**src/rtl/ovp_pkg.sv**
```systemverilog
package ovp_pkg;
  typedef enum logic [1:0] {
    PWM_NORMAL = 2'b00,
    PWM_LOW    = 2'b01,
    PWM_HIZ    = 2'b10
  } pwm_mode_e;

  typedef enum logic [1:0] {
    FLT_NONE     = 2'b00,
    FLT_DRIVELOW = 2'b01,
    FLT_RELEASED = 2'b10
  } flt_state_e;
endpackage

```
**src/rtl/ovp_thr_select.sv**
```systemverilog
module ovp_thr_select (
  input  logic clk,
  input  logic rst_n,
  input  logic enable,
  input  logic vid_valid,
  output logic thr_sel
);
  always_ff @(posedge clk or negedge rst_n) begin
    if (!rst_n)       thr_sel <= 1'b0;
    else if (!enable) thr_sel <= 1'b0;
    else if (vid_valid) thr_sel <= 1'b1;
  end

  assert_thr_drop_R1: assert property (@(posedge clk) disable iff (!rst_n)
    !enable |=> !thr_sel);
  assert_thr_rise_R1: assert property (@(posedge clk) disable iff (!rst_n)
    (enable && vid_valid) |=> thr_sel);
endmodule

```
**src/rtl/ovp_fault_latch.sv**
```systemverilog
module ovp_fault_latch
  import ovp_pkg::*;
(
  input  logic       clk,
  input  logic       rst_n,
  input  logic       en_rise,
  input  logic       ov_above,
  input  logic       vdiff_low,
  output flt_state_e state
);
  flt_state_e nxt;

  always_comb begin
    nxt = state;
    if (en_rise) begin
      nxt = ov_above ? FLT_DRIVELOW : FLT_NONE;
    end else begin
      unique case (state)
        FLT_NONE:     if (ov_above) nxt = FLT_DRIVELOW;
        FLT_DRIVELOW: if (!ov_above && vdiff_low) nxt = FLT_RELEASED;
        FLT_RELEASED: if (ov_above) nxt = FLT_DRIVELOW;
        default:      nxt = FLT_DRIVELOW;
      endcase
    end
  end

  always_ff @(posedge clk or negedge rst_n) begin
    if (!rst_n) state <= FLT_NONE;
    else        state <= nxt;
  end

  assert_ov_latches_R2: assert property (@(posedge clk) disable iff (!rst_n)
    ov_above |=> state == FLT_DRIVELOW);
  assert_hold_low_R3: assert property (@(posedge clk) disable iff (!rst_n)
    (state == FLT_DRIVELOW && !vdiff_low && !en_rise) |=> state == FLT_DRIVELOW);
  assert_sticky_R5: assert property (@(posedge clk) disable iff (!rst_n)
    (state != FLT_NONE && !en_rise) |=> state != FLT_NONE);
  assert_legal_state_R4: assert property (@(posedge clk) disable iff (!rst_n)
    state != 2'b11);
endmodule

```
**src/rtl/pgood_timer.sv**
```systemverilog
module pgood_timer #(
  parameter int unsigned DLY = 21250
) (
  input  logic clk,
  input  logic rst_n,
  input  logic healthy,
  output logic pgood
);
  localparam int unsigned CW = $clog2(DLY + 1);
  localparam logic [CW-1:0] LIM  = CW'(DLY);
  localparam logic [CW-1:0] LIM1 = CW'(DLY - 1);

  logic [CW-1:0] cnt;
  logic          pg_q;

  always_ff @(posedge clk or negedge rst_n) begin
    if (!rst_n) begin
      cnt  <= '0;
      pg_q <= 1'b0;
    end else if (!healthy) begin
      cnt  <= '0;
      pg_q <= 1'b0;
    end else begin
      if (cnt != LIM) cnt <= cnt + 1'b1;
      pg_q <= (cnt >= LIM1);
    end
  end

  assign pgood = pg_q & healthy;

  assert_rise_needs_health_R7: assert property (@(posedge clk) disable iff (!rst_n)
    $rose(pg_q) |-> $past(healthy));
  assert_drop_restart_R8: assert property (@(posedge clk) disable iff (!rst_n)
    !healthy |=> (cnt == '0 && !pg_q));
endmodule

```
**src/rtl/ovp_pgood_ctrl.sv**
```systemverilog
module ovp_pgood_ctrl
  import ovp_pkg::*;
#(
  parameter int unsigned CLK_FREQ_KHZ = 250000,
  parameter int unsigned DELAY_US     = 85
) (
  input  logic       clk,
  input  logic       rst_n,
  input  logic       enable,
  input  logic       vid_valid,
  input  logic       vid_off,
  input  logic       ss_done,
  input  logic       ov_above,
  input  logic       uv_below,
  input  logic       vdiff_low,
  input  logic       oc_trip,
  output logic       ovp_thr_sel,
  output logic [1:0] pwm_mode,
  output logic       pgood,
  output logic       ov_fault
);
  localparam int unsigned DLY_RAW = CLK_FREQ_KHZ * DELAY_US / 1000;
  localparam int unsigned DLY     = (DLY_RAW < 1) ? 1 : DLY_RAW;

  logic       en_q;
  logic       en_rise;
  logic       healthy;
  flt_state_e fst;
  pwm_mode_e  mode;

  always_ff @(posedge clk or negedge rst_n) begin
    if (!rst_n) en_q <= 1'b0;
    else        en_q <= enable;
  end
  assign en_rise = enable & ~en_q;

  ovp_thr_select u_thr (
    .clk       (clk),
    .rst_n     (rst_n),
    .enable    (enable),
    .vid_valid (vid_valid),
    .thr_sel   (ovp_thr_sel)
  );

  ovp_fault_latch u_flt (
    .clk       (clk),
    .rst_n     (rst_n),
    .en_rise   (en_rise),
    .ov_above  (ov_above),
    .vdiff_low (vdiff_low),
    .state     (fst)
  );

  always_comb begin
    if (ov_above || fst == FLT_DRIVELOW) mode = PWM_LOW;
    else if (fst == FLT_RELEASED)        mode = PWM_HIZ;
    else if (enable && !vid_off)         mode = PWM_NORMAL;
    else                                 mode = PWM_HIZ;
  end
  assign pwm_mode = mode;
  assign ov_fault = (fst != FLT_NONE);

  assign healthy = enable & ss_done & ~vid_off & (fst == FLT_NONE)
                 & ~ov_above & ~uv_below & ~oc_trip;

  pgood_timer #(.DLY(DLY)) u_pg (
    .clk     (clk),
    .rst_n   (rst_n),
    .healthy (healthy),
    .pgood   (pgood)
  );

  assert_ov_forces_low_R2: assert property (@(posedge clk) disable iff (!rst_n)
    ov_above |-> pwm_mode == PWM_LOW);
  assert_pgood_normal_R8: assert property (@(posedge clk) disable iff (!rst_n)
    pgood |-> (pwm_mode == PWM_NORMAL && !ov_fault));
  assert_flag_matches_mode_R6: assert property (@(posedge clk) disable iff (!rst_n)
    (!ov_fault && !ov_above && enable && !vid_off) |-> pwm_mode == PWM_NORMAL);
endmodule

```
**config.mk**
```make
export PLATFORM = sky130hd
export DESIGN_NAME = ovp_pgood_ctrl
export DESIGN_NICKNAME = d
export VERILOG_FILES = /design/src/rtl/ovp_pkg.sv /design/src/rtl/ovp_thr_select.sv /design/src/rtl/ovp_fault_latch.sv /design/src/rtl/pgood_timer.sv /design/src/rtl/ovp_pgood_ctrl.sv
export SDC_FILE = /design/constraint.sdc
export NUM_CORES = 1
export LEC_CHECK = 0
export BUFFER_PORTS_ARGS = -buffer_cell sky130_fd_sc_hd__buf_2
export CAP_MARGIN = 20
export CORE_MARGIN = 1
export CORE_UTILIZATION = 60
export CTS_CLUSTER_DIAMETER = 150
export CTS_CLUSTER_SIZE = 10
export DETAILED_ROUTE_END_ITERATION = 10
export PLACE_DENSITY_LB_ADDON = 0.25
export SYNTH_ARGS = -nofsm -noshare
export SYNTH_HDL_FRONTEND = slang
export SYNTH_HIERARCHICAL = 1
export SYNTH_SLANG_ARGS = --single-unit
export TNS_END_PERCENT = 30
```
**constraint.sdc**
```tcl
create_clock -name clk -period 3.38 [get_ports clk]
set_input_delay 0.676 -clock clk [delete_from_list [all_inputs] [get_ports clk]]
set_output_delay 0.676 -clock clk [all_outputs]
set_load 0.02 [all_outputs]
```
==> results.py, run 1 <==
metrics = {
    "run_status": {
        "outcome": "finished clean",
    },
    "placement": {
        "io_buffers": 14,
        "dp_slack_ns": 0.700,
        "gp_congestion": 0.848,
        "place_inst": 149,
        "hpwl_mm": 1.50,
    },
    "setup_path": {
        "r2r_cells": 4,
        "crit_type": "in2out",
        "crit_fanout": 20,
        "r2r-end": "u_pg/pg_q$_DFF_PN0_",
        "r2r-start": "u_flt/state[0]$_DFFE_PN0P_",
        "r2r_slack_ns": 1.75,
        "worstPathRequired_ns": 2.70,
        "start_kind": "input port",
        "startpoint": "ov_above",
        "worstPathArrival_ns": 2.01,
        "endpoint_kind": "output pin",
    },
    "yosys": {
        "syn_area_um2": 1150,
        "synthesis.nets": 125,
        "muxShareOfSynthArea": 0.0174,
        "ys_top_cells_by_count": "20 x dfrtp_1, 11 x and2_1, 9 x nand2_1",
        "netlist_instances": 112,
        "synth-seq-cells": 20,
        "synth_adder_area_share": 0.0425,
        "synthTopCellsByArea": "dfrtp_1 44%, and2_1 6.0%, xor2_1 5.3%",
        "synth_warnings": 6,
        "ys_seq_area_frac": 0.436,
        "synth_flop_cell": "dfrtp_1",
        "ys_types": 38,
        "synth_most_common_cell": "dfrtp_1",
        "synth_top_cell_area_share": 0.436,
        "synth_edf_count": 0,
        "post_synth.cell_area_avg_um2": 10.2,
        "yosysTopAreaCell": "dfrtp_1",
        "synth-compound-area-share": 0.0709,
        "synth-xor-area-share": 0.0763,
        "synth_top_family_by_area": "simple AND/OR/NAND/NOR gates",
        "synthArstFlopShare": 1.00,
        "synth-simple-area-share": 0.330,
    },
    "sta": {
        "period_needed_ns": 2.68,
        "slew_headroom": 0.640,
        "finClkSkew_ns": 0.00308,
        "fin_tns_setup_ns": 0,
        "timing.final.crit_share": 0.794,
        "hold_viol_final": 0,
        "rsz0062_at_grt": "no",
        "fmax_mhz": 373,
        "worst_pin_slew_ns": 0.539,
        "slew_violations": 0,
        "setup_slack_ns": 0.697,
        "setup_viol": 0,
    },
    "finish": {
        "drive_gt1_frac": 0.219,
        "fin_nets": 142,
        "nFillCells": 142,
        "final_cells": 153,
        "diodes": 0,
        "multi_input_area_um2": 617,
        "area_growth_pct": 12.8,
        "seqCellArea_um2": 500,
    },
    "grt": {
        "grt_pass1_wl_mm": 3.42,
        "antenna_found_initial": 0,
        "grtUsageTotal": 0.234,
        "grt_max_degree": 21,
        "grt.overflow.total": 0,
        "first_global_vias": 805,
    },
    "routing": {
        "drt_iter0_drc": 23,
        "postRouteAntennaNets": 0,
        "num_vias": 876,
        "wl_met1_um": 903,
        "route.met3.wl_um": 95,
        "highest_layer": "met4",
        "routed_wl_mm": 2.07,
        "drtPass1Iterations": 4,
        "avgRoutedWirePerCell_um": 13.5,
        "met2_length_mm": 1.02,
        "via_per_inst": 5.73,
        "drc": 0,
    },
    "clock_network": {
        "tritoncts": "yes",
        "post_cts_buffers": 0,
        "post_cts_resize_count": 0,
        "cts-root-buf": "clkbuf_4",
        "clock_path_buffers": 2,
        "numCtsBuffers": 3,
        "ctsHoldBuffers": 0,
        "clock-sinks": 20,
        "htree_levels": 1,
        "path_clk_slew_ns": 0.11,
        "clk_latency_ns": 0.30,
    },
    "floorplanning": {
        "die_area_um2": 2090,
        "die_h_um": 45.7,
        "coreArea_um2": 1760,
        "row_count": 15,
        "die_w_um": 45.7,
        "io_pins": 15,
        "initial_utilization": 0.650,
    },
    "power_and_ir_drop": {
        "ir_drop_v": 0.000305,
        "p_leak_nw": 0.583,
        "power_density_nw_per_um2": 363,
    },
    "flow_run": {
        "cap_violations": 0,
    },
    "hold_path": {
        "hold_path_class": "in2async",
    },
}
-- through the flow --
stage               cell area [um^2]  utilization  hold slack (ns)  power [W]
global placement                1240        0.704            0.459   0.000280
finish                          1290        0.733            0.296   0.000470
global route                    1290        0.733            0.312   0.000491
detailed placement              1240        0.704            0.469   0.000282
CTS                             1290        0.733            0.298   0.000477
floorplan                       1150            -            0.380   0.000265
-- where the power goes --
group | switching [W] | internal [W] | total [W]
logic | 0.0000181 | 0.0000137 | 0.0000318
clock network | 0.0000732 | 0.000120 | 0.000193
registers | 0.00000264 | 0.000242 | 0.000245
total | 0.0000940 | 0.000376 | 0.000470
-- sequential cells by signal (all words and copies together), names as in the netlist --
name / cells
u_thr/thr_sel: 1
u_pg/pg_q: 1
en_q: 1
u_flt/state: 2
u_pg/cnt: 15
-- cell families after synthesis --
| group | count (synthesis) |
|---|---|
| AO/OA/AOI/OAI | 11 |
| XOR/XNOR | 10 |
| multiplexers | 2 |
| AND/OR/NAND/NOR | 57 |
| flip-flops | 20 |
| adder cells (fa/ha/maj) | 4 |
| buffers and inverters | 8 |
-- placed cells by master (no fill, tap or decap), drive strengths merged, types with 3 or more instances in the layout --
cell,n
nand2b,3
nand3,7
clkbuf,3
nor3,4
nor2,5
ha,3
xnor2,3
xor2,7
nor4,6
inv,6
and2,11
dfrtp,20
or3,3
buf,14
nand2,9
-- critical path: stages --
cell	delay, ns
buf_2	0.14
nor4b_1	0.28
and3b_1	0.54
and2_1	0.20
buf_2	0.16
-- how the worst max path moves through the flow --
stage | endpoint | slack [ns] | depth (start not counted)
final | pgood | 0.70 | 5
after global routing | pgood | 0.49 | 5
after CTS | pgood | 0.70 | 5
after detailed placement | pgood | 0.70 | 5
after global placement | pgood | 0.74 | 5
after floorplan | pgood | 0.88 | 5
-- final cells by class --
cell class / count / share of cell area
Clock buffer: 3 / 0.0174
Clock inverter: 1 / 0.0232
Inverter: 6 / 0.0174
Multi-Input combinational cell: 84 / 0.477
Sequential cell: 20 / 0.387
Tap cell: 25 / 0.0242
Timing Repair Buffer: 14 / 0.0542
-- routing by layer --
| layer | vias up | GRT usage |
|---|---|---|
| li1 | 419 | - |
| met1 | 420 | 0.294 |
| met2 | 27 | 0.386 |
| met3 | 10 | 0.0476 |
| met4 | 0 | 0.112 |
| met5 | - | 0 |
(Power assumes the default switching activity.)
==> run 2: changes to the inputs <==
ABC_AREA = 1   (was default)
CORE_UTILIZATION = 56   (was 60)
clock period = 2.6 ns   (was 3.38 ns; I/O delays follow)
==> run 2 against run 1 <==
  * Via count increased by 27%
  * Power increased by 6.9%
  * Final cell count increased by 47%
  * Largest cell class unchanged
==> results.py, run 2 <==
metrics = {
    "power_and_ir_drop": {
        "p_clk_frac": 0.281,
        "power_density_nw_per_um2": 376,
        "internal_power_w": 0.000384,
        "power.switching_w": 0.000118,
        "power_frac_comb": 0.084,
        "seq_power_share": 0.635,
        "p_leak_nw": 0.664,
        "ir_drop_v": 0.000301,
        "switching_share": 0.236,
    },
    "clock_network": {
        "numCtsBuffers": 3,
        "clock-sinks": 20,
        "post_cts_buffers": 0,
        "clk_latency_ns": 0.29,
        "post_cts_resize_count": 0,
        "cts-root-buf": "clkbuf_4",
        "clock_path_buffers": 2,
        "tritoncts": "yes",
        "htree_levels": 1,
        "path_clk_slew_ns": 0.10,
        "ctsHoldBuffers": 0,
    },
    "finish": {
        "regMostFlops": "u_pg/cnt",
        "layout_commonest_cell": "nand2_1",
        "diodes": 0,
        "nFillCells": 184,
        "drive_gt1_frac": 0.116,
        "largest_reg_flops": 15,
        "layout_common_cells": "43 x nand2_1, 42 x nor2_1, 29 x inv_1",
        "fin_nets": 213,
        "largest_registers": "u_pg/cnt: 15 flops, u_flt/state: 2 flops",
        "postLayoutCoreUtil": 0.668,
        "area_growth_pct": 10.3,
    },
    "sta": {
        "fin_tns_setup_ns": 0,
        "setup_viol": 0,
        "timing.final.crit_share": 0.721,
        "slew_headroom": 0.706,
        "worst_pin_slew_ns": 0.441,
        "rsz0062_at_grt": "no",
        "hold_viol_final": 0,
        "slew_violations": 0,
        "period_needed_ns": 1.87,
        "finClkSkew_ns": 0.00105,
        "fmax_mhz": 534,
    },
    "routing": {
        "num_vias": 1114,
        "drc": 0,
        "drt_iter0_drc": 57,
        "avgRoutedWirePerCell_um": 10.7,
        "routed_wl_mm": 2.41,
        "drtPass1Iterations": 5,
        "via_per_inst": 4.95,
        "postRouteAntennaNets": 0,
    },
    "floorplanning": {
        "coreArea_um2": 2000,
        "die_h_um": 48.5,
        "die_area_um2": 2350,
        "initial_utilization": 0.605,
        "die_w_um": 48.5,
        "io_pins": 15,
        "row_count": 16,
    },
    "yosys": {
        "ys_types": 19,
        "syn_area_um2": 1210,
        "synthesis.nets": 195,
        "post_synth.cell_area_avg_um2": 6.65,
        "yosysTopAreaCell": "dfrtp_1",
        "synth_flop_cell": "dfrtp_1",
        "synth_edf_count": 0,
        "ys_top_cells_by_count": "43 x nand2_1, 42 x nor2_1, 29 x inv_1",
        "synth_most_common_cell": "nand2_1",
        "synthArstFlopShare": 1.00,
        "synth-seq-cells": 20,
        "synth_warnings": 6,
        "netlist_instances": 182,
        "synthTopCellsByArea": "dfrtp_1 41%, nand2_1 13%, nor2_1 13%",
        "ys_seq_area_frac": 0.413,
        "synth_top_cell_area_share": 0.413,
    },
    "grt": {
        "grt_pass1_wl_mm": 4.45,
        "first_global_vias": 1102,
        "antenna_found_initial": 0,
        "grt.overflow.total": 0,
        "grt_max_degree": 21,
        "grtUsageTotal": 0.241,
    },
    "flow_run": {
        "cap_violations": 0,
    },
    "placement": {
        "hpwl_mm": 1.82,
        "io_buffers": 14,
        "gp_congestion": 0.835,
    },
    "setup_path": {
        "startpoint": "u_flt/state[1]$_DFFE_PN0P_",
        "crit_type": "reg2out",
        "endpoint_kind": "output pin",
        "r2r-start": "u_pg/cnt[0]$_DFFE_PN0P_",
        "crit_fanout": 5,
        "worstPathRequired_ns": 2.08,
        "worstPathArrival_ns": 1.35,
        "start_kind": "flop",
    },
    "run_status": {
        "outcome": "finished clean",
    },
    "hold_path": {
        "hold_path_class": "in2async",
    },
}
==> run 2: changes by cell type after synthesis, sizes merged, moves of 8 or more <==
cell,before,now
nor2,5,45
and2,11,0
nand3,7,15
nand2,9,43
inv,6,30
a21oi,0,8
==> run 2: stage by stage <==
step | total power (W) | area (um^2) | std cells | hold WS (ns) | setup WS, ns
4_1_cts | 0.000514 | 1340 | 225 | 0.162 | 0.698
5_1_grt | 0.000529 | 1340 | 225 | 0.187 | 0.581
3_5_place_dp | 0.000368 | 1310 | 222 | 0.483 | 0.868
3_3_place_gp | 0.000366 | 1310 | 222 | 0.472 | 0.889
2_1_floorplan | 0.000346 | 1210 | 182 | 0.224 | 0.705
6_report | 0.000502 | 1340 | 225 | 0.153 | 0.726
==> run 2: path summary, 6_finish.rpt <==
path	to	slack (ns)	cells past startpoint
max reg2reg	u_pg/cnt[14]$_DFFE_PN0P_	1.10	8
max	pgood	0.73	6
min reg2reg	u_thr/thr_sel$_DFFE_PN0P_	0.50	2
min in group clk	en_q$_DFF_PN0_	0.39	1
min	u_flt/state[0]$_DFFE_PN0P_	0.15	1
max in group asynchronous	u_pg/cnt[3]$_DFFE_PN0P_	2.14	1
==> run 2: layout make-up <==
cell class                 count  area [um^2]  share of cell area
clock buffer                   3         22.5              0.0169
inverter                      30          113              0.0843
multi-input combinational    130          589               0.441
sequential                    20          500               0.375
tap                           27         33.8              0.0253
timing repair buffer          15         77.6              0.0581
==> run 2: kinds of logic (layout without fill, tap and decap cells) <==
family	count (synthesis)	count (layout)	synth area share
buf+inv	32	48	0.100
xor+xnor	1	1	0.00723
flops	20	20	0.413
fa+ha+maj	3	3	0.0310
compound gates	17	17	0.0723
simple gates	109	109	0.376
==> run 2: metal layers <==
layer | wire (um) | vias to the layer above | global-route usage
li1 | - | 595 | -
met1 | 1140 | 495 | 0.299
met2 | 1190 | 22 | 0.437
met3 | 77 | 2 | 0.0377
met4 | 8 | 0 | 0.0588
met5 | 0 | - | 0
==> run 2: power by group through the flow <==
stage | logic [W] | clock network (W) | registers (W)
2_1_floorplan | 0.0000207 | 0 | 0.000326
3_3_place_gp | 0.0000416 | 0 | 0.000325
3_5_place_dp | 0.0000432 | 0 | 0.000325
4_1_cts | 0.0000434 | 0.000152 | 0.000319
5_1_grt | 0.0000493 | 0.000160 | 0.000320
6_report | 0.0000423 | 0.000141 | 0.000319
==> run 2: worst max-delay path, cell delays in order, from the launching register on <==
cell	delay [ns]
dfrtp_1	0.44
nor2_1	0.14
nand3_1	0.10
nor2_2	0.10
nand2_1	0.07
inv_1	0.06
buf_2	0.15
==> run 3: changes to the inputs <==
CORE_UTILIZATION = 51   (was 56)
clock period = 1.6 ns   (was 2.6 ns; I/O delays follow)
==> run 3 against run 2 <==
  * The run now ends with setup timing left
  * Routed wire length increased by 2.2%
  * Clock power increased by 110%
  * Register-to-register slack got worse by 0.97 ns
  * Global-route usage decreased by 2.7 points
  * Non-clock buffer count increased by 5
  * Final cell count increased by 3.1%
  * Hold slack improved by 0.027 ns
  * Via count increased by 3.6%
  * Critical path depth unchanged
  * Utilization decreased by 3.6 points
  * Largest power group unchanged
  * Sequential power increased by 62%
==> results.py, run 3 (same netlist as run 2, synthesis figures left out) <==
metrics = {
    "power_and_ir_drop": {
        "power_density_nw_per_um2": 630,
        "p_leak_nw": 0.695,
        "ir_drop_v": 0.000499,
    },
    "routing": {
        "drt_iter0_drc": 24,
        "routed_wl_mm": 2.47,
        "drtPass1Iterations": 4,
        "postRouteAntennaNets": 0,
        "drc": 0,
        "via_per_inst": 4.97,
        "num_vias": 1154,
        "avgRoutedWirePerCell_um": 10.6,
    },
    "sta": {
        "finClkSkew_ns": 0.000738,
        "fmax_mhz": 616,
        "slew_violations": 0,
        "worst_pin_slew_ns": 0.447,
        "rsz0062_at_grt": "yes",
        "period_needed_ns": 1.62,
        "slew_headroom": 0.702,
        "timing.final.crit_share": 1.01,
        "setup_viol": 1,
        "setup_slack_ns": -0.0238,
        "hold_viol_final": 0,
    },
    "floorplanning": {
        "io_pins": 15,
        "coreArea_um2": 2230,
        "initial_utilization": 0.542,
        "row_count": 17,
        "die_h_um": 50.7,
        "die_area_um2": 2570,
        "die_w_um": 50.7,
    },
    "clock_network": {
        "numCtsBuffers": 3,
        "tritoncts": "yes",
        "cts-root-buf": "clkbuf_4",
        "htree_levels": 1,
        "clock_path_buffers": 2,
        "path_clk_slew_ns": 0.11,
        "clock-sinks": 20,
        "clk_latency_ns": 0.29,
    },
    "flow_run": {
        "cap_violations": 0,
    },
    "finish": {
        "largest_registers": "u_pg/cnt: 15 flops, u_flt/state: 2 flops",
        "area_growth_pct": 16.5,
        "drive_gt1_frac": 0.157,
        "layout_commonest_cell": "nand2_1",
        "fin_nets": 218,
        "diodes": 0,
        "postLayoutCoreUtil": 0.632,
        "regMostFlops": "u_pg/cnt",
        "layout_common_cells": "43 x nand2_1, 40 x nor2_1, 29 x inv_1",
        "largest_reg_flops": 15,
        "final_area_um2": 1410,
    },
    "setup_path": {
        "worstPathRequired_ns": 1.28,
        "endpoint_kind": "output pin",
        "start_kind": "flop",
        "crit_fanout": 2,
        "worstPathArrival_ns": 1.30,
        "crit_type": "reg2out",
    },
    "placement": {
        "io_buffers": 14,
        "gp_congestion": 0.823,
        "hpwl_mm": 1.84,
        "placed_area_um2": 1320,
    },
    "run_status": {
        "outcome": "complete, but fails checks",
        "violations": "setup timing",
    },
    "grt": {
        "grt.overflow.total": 0,
        "first_global_vias": 1048,
        "grt_max_degree": 21,
        "antenna_found_initial": 0,
        "grtUsageTotal": 0.213,
        "grt_pass1_wl_mm": 4.08,
    },
    "hold_path": {
        "hold_path_class": "in2reg",
    },
}
-- run 3: metrics by stage --
stage                     hold slack [ns]  instances  setup slack [ns]  TNS (ns)  power (W)
after floorplan                    0.0244        182            0.0578         0   0.000563
after global placement              0.290        223             0.214         0   0.000595
after detailed placement            0.297        223             0.140         0   0.000598
after CTS                           0.166        231           -0.0613   -0.0613   0.000903
after global routing                0.162        232            -0.100    -0.158   0.000934
final                               0.180        232           -0.0238   -0.0238   0.000889
-- run 3: worst paths after layout --
path	start	to	slack (ns)	cells after the start
setup / recovery	u_flt/state[1]$_DFFE_PN0P_	pgood	-0.02	6
hold / removal	enable	en_q$_DFF_PN0_	0.18	1
setup reg to reg	u_flt/state[1]$_DFFE_PN0P_	u_pg/cnt[1]$_DFFE_PN0P_	0.13	8
hold reg to reg	u_thr/thr_sel$_DFFE_PN0P_	u_thr/thr_sel$_DFFE_PN0P_	0.52	2
max in group asynchronous	rst_n	u_pg/cnt[1]$_DFFE_PN0P_	0.78	2
min in group asynchronous	rst_n	u_pg/cnt[5]$_DFFE_PN0P_	0.48	2
-- run 3: power breakdown --
group	internal (W)	total [W]	switching, W
logic	0.0000320	0.0000811	0.0000491
clock network	0.000139	0.000291	0.000153
registers	0.000512	0.000516	0.00000442
-- run 3: cell type report --
cell class	count	area [um^2]
Timing Repair Buffer	20	130
Tap cell	28	35.0
Clock buffer	4	36.3
Multi-Input combinational cell	130	594
Sequential cell	20	503
Fill cell	220	822
Inverter	30	113
-- run 3: layer usage --
metal  global-route usage  routed length [um]
met5                    0                   0
met1                0.229                1090
met4               0.0741                  14
met2                0.407                1240
met3               0.0424                 126
-- run 3: timing repair --
item | in CTS | in global routing
resized for setup | 3 | 5
endpoints found under the hold margin | 20 | 0
setup endpoints to repair | 1 | 4
pin swaps | 2 | 1
setup buffers | 3 | 1
hold buffers | 1 | 0
-- run 3: critical path, stage by stage, from the launching register on --
cell     delay (ns)
dfrtp_1        0.42
nor2_2         0.14
nand3_1        0.09
nor2_2         0.13
nand2_1        0.06
inv_1          0.06
buf_6          0.11
